--- src/rtl/pwm_aq_pkg.sv ---
package pwm_aq_pkg;
  localparam int CW    = 16;
  localparam int DIVW  = 3;
  localparam int AW    = 3;
  localparam int ACTF  = 4;
  localparam int NOUT  = 2;
  localparam int FINE_MAX   = 2 * ((1 << DIVW) - 1);
  localparam int COARSE_MAX = 1 << ((1 << DIVW) - 1);
  localparam int PCW   = $clog2(FINE_MAX * COARSE_MAX);

  localparam int CTRL_W     = 2 + 2 * DIVW + 1;
  localparam int COARSE_LSB = 2;
  localparam int FINE_LSB   = 2 + DIVW;
  localparam int SHADOW_BIT = 2 + 2 * DIVW;

  typedef enum logic [1:0] {
    ACT_NONE   = 2'd0,
    ACT_LOW    = 2'd1,
    ACT_HIGH   = 2'd2,
    ACT_TOGGLE = 2'd3
  } act_e;

  localparam logic [1:0] MODE_UP = 2'd1;

  localparam logic [AW-1:0] A_CTRL = 3'd0;
  localparam logic [AW-1:0] A_PRD  = 3'd1;
  localparam logic [AW-1:0] A_CMPA = 3'd2;
  localparam logic [AW-1:0] A_CMPB = 3'd3;
  localparam logic [AW-1:0] A_CNT  = 3'd4;
  localparam logic [AW-1:0] A_ACTA = 3'd5;
  localparam logic [AW-1:0] A_ACTB = 3'd6;
endpackage

--- src/rtl/pwm_prescaler.sv ---
module pwm_prescaler #(
  parameter int SELW = 3,
  parameter int PCW  = 11
) (
  input  logic            clk,
  input  logic            rst_n,
  input  logic            run,
  input  logic            clr,
  input  logic [SELW-1:0] coarse_sel,
  input  logic [SELW-1:0] fine_sel,
  output logic            tick
);
  logic [PCW-1:0] pc_q;
  logic [PCW-1:0] limit;
  int             ratio;

  always_comb begin
    ratio = (fine_sel == '0) ? 1 : 2 * int'(fine_sel);
    ratio = ratio << coarse_sel;
    limit = PCW'(ratio - 1);
  end

  assign tick = run && (pc_q == limit);

  always_ff @(posedge clk) begin
    if (!rst_n)                  pc_q <= '0;
    else if (clr || !run || tick) pc_q <= '0;
    else                          pc_q <= pc_q + 1'b1;
  end

  // with a ratio above one, two ticks are never adjacent unless the settings change
  assert_tick_gap_R2: assert property (@(posedge clk) disable iff (!rst_n)
    (tick && !clr && limit != '0) |=> !tick);
endmodule

--- src/rtl/pwm_counter.sv ---
module pwm_counter #(
  parameter int CW   = 16,
  parameter int NOUT = 2
) (
  input  logic                    clk,
  input  logic                    rst_n,
  input  logic                    tick_raw,
  input  logic                    cnt_wr,
  input  logic                    prd_wr,
  input  logic [CW-1:0]           wdata,
  input  logic                    shadow_en,
  input  logic [NOUT-1:0][CW-1:0] cmp,
  output logic [CW-1:0]           cnt_q,
  output logic                    zero_ev,
  output logic [NOUT-1:0]         cmp_ev
);
  logic [CW-1:0] prd_act_q, prd_sh_q, nxt;
  logic          tick, wrap;

  assign tick = tick_raw && !cnt_wr;
  assign wrap = (cnt_q >= prd_act_q);
  assign nxt  = wrap ? '0 : cnt_q + 1'b1;
  assign zero_ev = tick && (nxt == '0);

  for (genvar i = 0; i < NOUT; i++) begin : g_cmp
    assign cmp_ev[i] = tick && (nxt == cmp[i]);
  end

  always_ff @(posedge clk) begin
    if (!rst_n)      cnt_q <= '0;
    else if (cnt_wr) cnt_q <= wdata;
    else if (tick)   cnt_q <= nxt;
  end

  always_ff @(posedge clk) begin
    if (!rst_n) begin
      prd_act_q <= '0;
      prd_sh_q  <= '0;
    end else begin
      if (prd_wr) prd_sh_q <= wdata;
      if (prd_wr && !shadow_en)              prd_act_q <= wdata;
      else if (tick && wrap && shadow_en)    prd_act_q <= prd_sh_q;
    end
  end

  // without a tick or a write the count does not move
  assert_hold_R4: assert property (@(posedge clk) disable iff (!rst_n)
    (!tick_raw && !cnt_wr) |=> $stable(cnt_q));
  // a tick below the period advances the count by one
  assert_step_R3: assert property (@(posedge clk) disable iff (!rst_n)
    (tick && !wrap) |=> (cnt_q == CW'($past(cnt_q) + 1'b1)));
  // with shadowing on, the active period only changes at a wrap
  assert_shadow_R6: assert property (@(posedge clk) disable iff (!rst_n)
    (shadow_en && !(tick && wrap)) |=> $stable(prd_act_q));
endmodule

--- src/rtl/pwm_action.sv ---
module pwm_action
  import pwm_aq_pkg::*;
(
  input  logic            clk,
  input  logic            rst_n,
  input  logic            zero_ev,
  input  logic            cmp_ev,
  input  logic [ACTF-1:0] act,
  output logic            out_q
);
  logic [1:0] sel;
  logic       nxt;

  always_comb begin
    if (cmp_ev)       sel = act[3:2];
    else if (zero_ev) sel = act[1:0];
    else              sel = ACT_NONE;
    unique case (act_e'(sel))
      ACT_LOW:    nxt = 1'b0;
      ACT_HIGH:   nxt = 1'b1;
      ACT_TOGGLE: nxt = !out_q;
      default:    nxt = out_q;
    endcase
  end

  always_ff @(posedge clk) begin
    if (!rst_n) out_q <= 1'b0;
    else        out_q <= nxt;
  end

  // on a coincident tick a compare toggle wins over any zero action
  assert_cmp_prio_R9: assert property (@(posedge clk) disable iff (!rst_n)
    (zero_ev && cmp_ev && act[3:2] == ACT_TOGGLE) |=> (out_q != $past(out_q)));
endmodule

--- src/rtl/pwm_timebase_aq.sv ---
module pwm_timebase_aq
  import pwm_aq_pkg::*;
(
  input  logic          clk,
  input  logic          rst_n,
  input  logic          wr_en,
  input  logic [AW-1:0] wr_addr,
  input  logic [CW-1:0] wr_data,
  output logic          pwm_a,
  output logic          pwm_b,
  output logic          zero_evt,
  output logic          cmpa_evt,
  output logic          cmpb_evt,
  output logic [CW-1:0] tb_count
);
  logic [CTRL_W-1:0]          ctrl_q;
  logic [NOUT-1:0][CW-1:0]    cmp_q;
  logic [NOUT-1:0][ACTF-1:0]  act_q;
  logic [NOUT-1:0]            cmp_ev, cmp_ev_q, pwm_q;
  logic                       tick_raw, zero_ev, zero_ev_q;
  logic                       ctrl_wr, cnt_wr, prd_wr, run;

  assign ctrl_wr = wr_en && (wr_addr == A_CTRL);
  assign cnt_wr  = wr_en && (wr_addr == A_CNT);
  assign prd_wr  = wr_en && (wr_addr == A_PRD);
  assign run     = (ctrl_q[1:0] == MODE_UP);

  always_ff @(posedge clk) begin
    if (!rst_n)       ctrl_q <= '0;
    else if (ctrl_wr) ctrl_q <= wr_data[CTRL_W-1:0];
  end

  for (genvar i = 0; i < NOUT; i++) begin : g_out
    localparam logic [AW-1:0] CMP_ADDR = A_CMPA + AW'(i);
    localparam logic [AW-1:0] ACT_ADDR = A_ACTA + AW'(i);
    always_ff @(posedge clk) begin
      if (!rst_n) begin
        cmp_q[i] <= '0;
        act_q[i] <= '0;
      end else if (wr_en) begin
        if (wr_addr == CMP_ADDR) cmp_q[i] <= wr_data;
        if (wr_addr == ACT_ADDR) act_q[i] <= wr_data[ACTF-1:0];
      end
    end
    pwm_action u_act (
      .clk     (clk),
      .rst_n   (rst_n),
      .zero_ev (zero_ev),
      .cmp_ev  (cmp_ev[i]),
      .act     (act_q[i]),
      .out_q   (pwm_q[i])
    );
  end

  pwm_prescaler #(.SELW(DIVW), .PCW(PCW)) u_pre (
    .clk        (clk),
    .rst_n      (rst_n),
    .run        (run),
    .clr        (ctrl_wr || cnt_wr),
    .coarse_sel (ctrl_q[COARSE_LSB +: DIVW]),
    .fine_sel   (ctrl_q[FINE_LSB +: DIVW]),
    .tick       (tick_raw)
  );

  pwm_counter #(.CW(CW), .NOUT(NOUT)) u_cnt (
    .clk       (clk),
    .rst_n     (rst_n),
    .tick_raw  (tick_raw),
    .cnt_wr    (cnt_wr),
    .prd_wr    (prd_wr),
    .wdata     (wr_data),
    .shadow_en (ctrl_q[SHADOW_BIT]),
    .cmp       (cmp_q),
    .cnt_q     (tb_count),
    .zero_ev   (zero_ev),
    .cmp_ev    (cmp_ev)
  );

  always_ff @(posedge clk) begin
    if (!rst_n) begin
      zero_ev_q <= 1'b0;
      cmp_ev_q  <= '0;
    end else begin
      zero_ev_q <= zero_ev;
      cmp_ev_q  <= cmp_ev;
    end
  end

  assign pwm_a    = pwm_q[0];
  assign pwm_b    = pwm_q[1];
  assign zero_evt = zero_ev_q;
  assign cmpa_evt = cmp_ev_q[0];
  assign cmpb_evt = cmp_ev_q[1];

  // the zero strobe appears together with a count of zero
  assert_zero_strobe_R8: assert property (@(posedge clk) disable iff (!rst_n)
    zero_evt |-> (tb_count == '0));
  // in stop-freeze no strobe is raised
  assert_frozen_quiet_R4: assert property (@(posedge clk) disable iff (!rst_n)
    (!run && !ctrl_wr) |=> !(zero_evt || cmpa_evt || cmpb_evt));
endmodule

--- config.mk ---
export PLATFORM = sky130hd
export DESIGN_NAME = pwm_timebase_aq
export DESIGN_NICKNAME = d
export VERILOG_FILES = /design/src/rtl/pwm_aq_pkg.sv /design/src/rtl/pwm_prescaler.sv /design/src/rtl/pwm_counter.sv /design/src/rtl/pwm_action.sv /design/src/rtl/pwm_timebase_aq.sv
export SDC_FILE = /design/constraint.sdc
export NUM_CORES = 1
export LEC_CHECK = 0
export BUFFER_PORTS_ARGS = -buffer_cell sky130_fd_sc_hd__buf_2
export CORE_AREA = 2 2 158 98
export CTS_BUF_LIST = sky130_fd_sc_hd__clkbuf_2 sky130_fd_sc_hd__clkbuf_4 sky130_fd_sc_hd__clkbuf_8
export DETAILED_ROUTE_END_ITERATION = 7
export DIE_AREA = 0 0 160 100
export GPL_TIMING_DRIVEN = 0
export HOLD_SLACK_MARGIN = 0.12
export PLACE_DENSITY = 0.67
export SLEW_MARGIN = 20
export SYNTH_ARGS = -nofsm -noshare
export SYNTH_HDL_FRONTEND = slang
export SYNTH_SLANG_ARGS = --single-unit
--- constraint.sdc ---
create_clock -name clk -period 9.3 [get_ports clk]
set_input_delay 0.93 -clock clk [delete_from_list [all_inputs] [get_ports clk]]
set_output_delay 0.93 -clock clk [all_outputs]
set_load 0.01 [all_outputs]
==> metrics.yaml, run 1 <==
placement:
  hpwl_mm: 18.1
  dpl_cell_area_um2: 7610
  portBuffers: 39
  dp_slack_ns: 5.10
  gp_congestion: 0.971
grt:
  grt_usage: 0.302
  grt_pass1_wl_mm: 36.9
  grt_pass1_vias: 6427
  grt_overflow: 0
  grt_max_degree: 17
  antenna_found_initial: 0
floorplanning:
  start_util: 0.484
  fp.dieArea_um2: 16000
  num_rows: 35
  fp.coreArea_um2: 14800
  die_x_um: 160
  io_pins: 43
  die_h_um: 100
logic_synthesis:
  synth_area_per_cell_um2: 7.73
  synth-seq-area-share: 0.316
  ys_ff_latch: 113
  synth_fp_nets: 967
  synthCells: 926
  synth_top_family_by_area: "simple AND/OR/NAND/NOR gates"
  synth_area_um2: 7160
  synth-edff-count: 0
  yosysUniqueCellTypes: 78
  async_reset_ff_frac: 0
  synth_xor_area_frac: 0.0678
  synth_warnings: 0
  synthSimpleGateAreaFrac: 0.270
  synth_mux_area_frac: 0.0435
  synthFlopType: "dfxtp_1"
  synth-compound-area-share: 0.213
  yosys.area_share.adder: 0.0332
flow_run:
  cap_violations: 0
timing:
  finalSetupTns_ns: 0
  period_minus_slack_ns: 4.44
  min_period_over_period: 0.477
  hold_viol: 0
  skew_ns: 0.0161
  worstMarginPinSlew_ns: 0.871
  fin_hold_ws_ns: 0.460
  rsz0062_at_grt: "false"
  fmax_ghz: 0.225
  setup_viol_count_final: 0
  worst_slack_ns: 4.86
  relSlewSlack: 0.417
  maxSlewViolCount: 0
drt:
  drtIter0Drc: 717
  ant_nets: 0
  dr.pass1.iters: 6
  via_count: 7230
  post_drt_wl_per_cell_um: 20.0
  routed_wl_mm: 24.0
  drc_errors: 0
  viasPerCell: 6.03
worst_setup_path:
  critPathArrivalTime_ns: 4.78
  end_kind: "register"
  crit_path_start_kind: "register"
  required_ns: 9.64
  criticalPathCategory: "reg -> reg"
  worstPathMaxFanout: 10
clock_tree:
  clock-sinks: 113
  insertion_delay_ns: 0.46
  cts_tree: "yes"
  cts_root_buf: "clkbuf_8"
  hold_buffers: 0
  htree_levels: 4
  cts_resized: 0
  max-clock-path-buffers: 2
  numCtsBuffers: 17
  cts_setup_buffers: 0
  clk_pin_slew_ns: 0.09
final_layout:
  final_area_um2: 8000
  final_nets: 1025
  finish.utilization: 0.540
  antennaDiodeCount: 0
  mostFrequentLayoutCells: "148 x nand2_1, 113 x dfxtp_1, 94 x a21oi_1"
  area_delta_synth_final_pct: 11.7
  layout-drive-gt1-share: 0.108
  layout.cells.most_common: "nand2_1"
pwr:
  seqPwrFrac: 0.426
  peakVddDrop_v: 0.0000943
  sw_frac_of_total: 0.344
  powerDensity_nw_per_um2: 148
  p_leak_nw: 2.97
  clockPowerShare: 0.406
  p_switching_w: 0.000409
  p_comb_frac: 0.168
  p_int_w: 0.000779
run_status:
  status: "finished clean"
min_path:
  holdCritPathClass: "reg -> reg"
## worst paths after layout
path	startpoint	endpoint	slack, ns	depth (start not counted)
setup / recovery	u_cnt.cnt_q[0]	g_out[1].u_act.out_q	4.86	14
hold / removal	u_cnt.prd_sh_q[5]	u_cnt.prd_sh_q[5]	0.46	2
hold reg to reg	u_cnt.prd_sh_q[5]	u_cnt.prd_sh_q[5]	0.46	2
setup reg to reg	u_cnt.cnt_q[0]	g_out[1].u_act.out_q	4.86	14
## synthesized netlist by cell type, drive strengths merged, types with 5 or more instances
master,instances,share of area
a211oi,19,0.020
a21oi,94,0.066
a311oi,6,0.0073
a31oi,13,0.011
and2,9,0.0079
and3,8,0.0070
and3b,6,0.0073
and4,5,0.0061
buf,22,0.020
clkbuf,43,0.023
dfxtp,113,0.32
ha,19,0.033
inv,27,0.014
mux2i,30,0.042
nand2,148,0.078
nand2b,7,0.0061
nand3,31,0.022
nand3b,5,0.0052
nand4,10,0.011
nand4b,5,0.0061
nor2,64,0.034
nor2b,13,0.011
nor3,20,0.014
nor4,8,0.014
nor4b,7,0.0094
o211ai,8,0.0084
o21ai,54,0.038
o22ai,6,0.0052
o31ai,5,0.0052
or3,8,0.0070
xnor2,27,0.033
xor2,18,0.022
## logic make-up after synthesis
logic type	after synthesis
adder cells (fa/ha/maj)	19
multiplexers	31
buffers and inverters	93
AO/OA/AOI/OAI	247
XOR/XNOR	49
AND/OR/NAND/NOR	374
flip-flops	113
## registers in the layout (all words and copies together) (netlist names)
signal / flops
zero_evt: 1
act_q: 8
u_cnt.cnt_q: 16
cmp_q: 32
g_out.u_act.out_q: 2
u_pre.pc_q: 11
ctrl_q: 9
cmp_ev_q: 2
u_cnt.prd_act_q: 16
u_cnt.prd_sh_q: 16
## area by class of cell
cell class	count	area, um2
Clock inverter	15	158
Sequential cell	113	2260
Tap cell	203	254
Buffer	65	305
Timing Repair Buffer	39	195
Clock buffer	17	234
Multi-Input combinational cell	720	4490
Fill cell	1486	6800
Inverter	28	105
## power by group through the flow
| stage | Sequential [W] | Clock (W) | Combinational [W] |
|---|---|---|---|
| after floorplan | 0.000514 | 0 | 0.000121 |
| after global placement | 0.000517 | 0 | 0.000189 |
| after detailed placement | 0.000517 | 0 | 0.000189 |
| after CTS | 0.000506 | 0.000484 | 0.000190 |
| after global routing | 0.000508 | 0.000504 | 0.000215 |
| final | 0.000506 | 0.000482 | 0.000200 |
## layer usage
layer  vias up  routed length (um)  global-route usage
met5         -                   0                   0
met2       374                8750               0.386
met4         0                 204              0.0506
met3        27                2860              0.0963
met1      3402               12200               0.482
li1       3427                   -                   -
## per-stage QoR
stage               power, W  std cells
finish               0.00119       1200
global route         0.00123       1200
CTS                  0.00118       1200
detailed placement  0.000707       1168
global placement    0.000706       1168
floorplan           0.000636        926
## critical path, stage by stage (launching register included)
cell and delay (ns):
dfxtp_1 0.37, clkbuf_2 0.24, inv_1 0.16, ha_1 0.31, nor2_1 0.09, a21oi_1 0.07
o41ai_1 0.56, a31o_2 0.25, clkbuf_1 0.40, nand2_1 0.42, clkbuf_1 0.39, o32a_1 0.28
nor3_1 0.46, a31o_2 0.25, o21ai_1 0.06
Power figures use the tool's default switching activity.
==> run 2, diff against run 1 <==
- clock period: 9.3 -> 4.56 ns (I/O delays scaled with it)
==> metrics.yaml, run 2 (synthesized netlist as in run 1, its figures left out) <==
run_status:
  status: "finished clean"
timing:
  worst_slack_ns: 0.354
  fmax_ghz: 0.238
  worstMarginPinSlew_ns: 0.896
  period_minus_slack_ns: 4.21
  skew_ns: 0.0223
  setup_viol_count_final: 0
  hold_viol: 0
  finalSetupTns_ns: 0
  min_period_over_period: 0.922
  relSlewSlack: 0.399
  maxSlewViolCount: 0
  rsz0062_at_grt: "false"
clock_tree:
  cts_tree: "yes"
  max-clock-path-buffers: 2
  cts_root_buf: "clkbuf_8"
  clk_pin_slew_ns: 0.10
  cts_setup_buffers: 0
  clock-sinks: 113
  insertion_delay_ns: 0.46
  numCtsBuffers: 17
  htree_levels: 4
drt:
  wl_met2_mm: 8.67
  dr.pass1.iters: 8
  top_layer_used: "met4"
  drc_errors: 0
  via_count: 7273
  drtIter0Drc: 771
  ant_nets: 0
  viasPerCell: 6.06
  wl_met1_mm: 12.3
  post_drt_wl_per_cell_um: 19.9
  wl_met3_mm: 2.73
  routed_wl_mm: 23.9
placement:
  portBuffers: 39
  dp_slack_ns: 0.359
  gp_congestion: 0.971
  hpwl_mm: 18.1
worst_setup_path:
  r2r_setup_slack_ns: 0.35
  cp_top_family: "compound AO/OA/AOI/OAI gates"
  crit_path_start_kind: "register"
  critPathArrivalTime_ns: 4.54
  cp_num_buf_inv: 4
  cpMaxStageDelayCell: "nor3_1"
  timing.rr.start: "u_cnt.cnt_q[0]"
  criticalPathCategory: "reg -> reg"
  reg2reg_to: "g_out[1].u_act.out_q"
  required_ns: 4.90
  max_stage_delay_ns: 0.43
  worstPathMaxFanout: 10
  path_depth: 14
  end_kind: "register"
  rr_worst_depth: 14
  crit_path_cell_trace: "clkbuf_2, inv_1, ha_1, nor2_1, a21oi_1, o41ai_2, a31o_2, clkbuf_1, nand2_1, clkbuf_1, o32a_1, nor3_1, a31o_2, o21ai_1"
flow_run:
  cap_violations: 0
min_path:
  min_from: "wr_data[14]"
  min_to: "u_cnt.prd_sh_q[14]"
  holdCritPathClass: "in -> reg"
  hold_depth: 3
floorplanning:
  num_rows: 35
  start_util: 0.484
  fp.coreArea_um2: 14800
  die_h_um: 100
  io_pins: 43
  die_x_um: 160
  fp.dieArea_um2: 16000
final_layout:
  multi_input_area_um2: 4490
  layout-drive-gt1-share: 0.109
  antennaDiodeCount: 0
  largest_register: "cmp_q"
  largest_reg_flops: 32
  layout.cells.most_common: "nand2_1"
  area_delta_synth_final_pct: 11.8
  final_nets: 1025
  seq_area_um2: 2260
  fill_cells: 1485
  mostFrequentLayoutCells: "148 x nand2_1, 113 x dfxtp_1, 94 x a21oi_1"
pwr:
  total_power_w: 0.00242
  peakVddDrop_v: 0.000194
  powerDensity_nw_per_um2: 303
  p_leak_nw: 2.98
grt:
  grt_usage: 0.302
  antenna_found_initial: 0
  grt_overflow: 0
  grt_pass1_vias: 6427
  grt_max_degree: 17
  grt_pass1_wl_mm: 36.9
run 2: cell counts in the layout (fill, tap and decap cells not counted):
No cell type changed its count.
run 2: worst min-delay path, delay by kind of cell:
family          cells  cell delay [ns]
buf+inv             1             0.14
compound gates      1             0.05
simple gates        1             0.06
run 2: per-layer routing:
metal | global-route usage | up-vias
met4 | 0.0506 | 0
met2 | 0.386 | 369
met5 | 0 | -
met1 | 0.482 | 3449
li1 | - | 3430
met3 | 0.0963 | 25
run 2: repair_timing:
item	CTS	global route
gates resized for setup	0	1
hold buffers	0	0
endpoints found under the setup margin	0	3
run 2: layout make-up:
cell class | count | area share
inverter | 28 | 0.0131
clock inverter | 15 | 0.0197
sequential | 113 | 0.283
timing repair buffer | 39 | 0.0244
tap | 203 | 0.0317
clock buffer | 17 | 0.0292
buffer | 65 | 0.0381
multi-input combinational | 720 | 0.561
run 2: how the worst max path moves through the flow:
stage / start / end / slack, ns
floorplan: ctrl_q[2] / g_out[0].u_act.out_q / 1.36
global placement: u_cnt.cnt_q[0] / g_out[1].u_act.out_q / 0.30
detailed placement: u_cnt.cnt_q[0] / g_out[1].u_act.out_q / 0.36
CTS: u_cnt.cnt_q[0] / g_out[1].u_act.out_q / 0.32
global route: u_cnt.cnt_q[0] / g_out[1].u_act.out_q / 0.11
finish: u_cnt.cnt_q[0] / g_out[1].u_act.out_q / 0.35
run 2: through the flow:
| step | utilization | std cells | hold slack, ns | cell area, um2 |
|---|---|---|---|---|
| after floorplan | - | 926 | 0.432 | 7160 |
| after global placement | 0.514 | 1168 | 0.446 | 7610 |
| after detailed placement | 0.514 | 1168 | 0.446 | 7610 |
| after CTS | 0.540 | 1200 | 0.287 | 8000 |
| after global routing | 0.541 | 1200 | 0.285 | 8010 |
| final | 0.541 | 1200 | 0.293 | 8010 |
run 2: power breakdown:
| group | total [W] | switching, W | internal, W | leakage (nW) |
|---|---|---|---|---|
| sequential | 0.00103 | 0.0000244 | 0.00101 | 0.915 |
| clock | 0.000982 | 0.000525 | 0.000457 | 0.196 |
| combinational | 0.000408 | 0.000283 | 0.000125 | 1.87 |
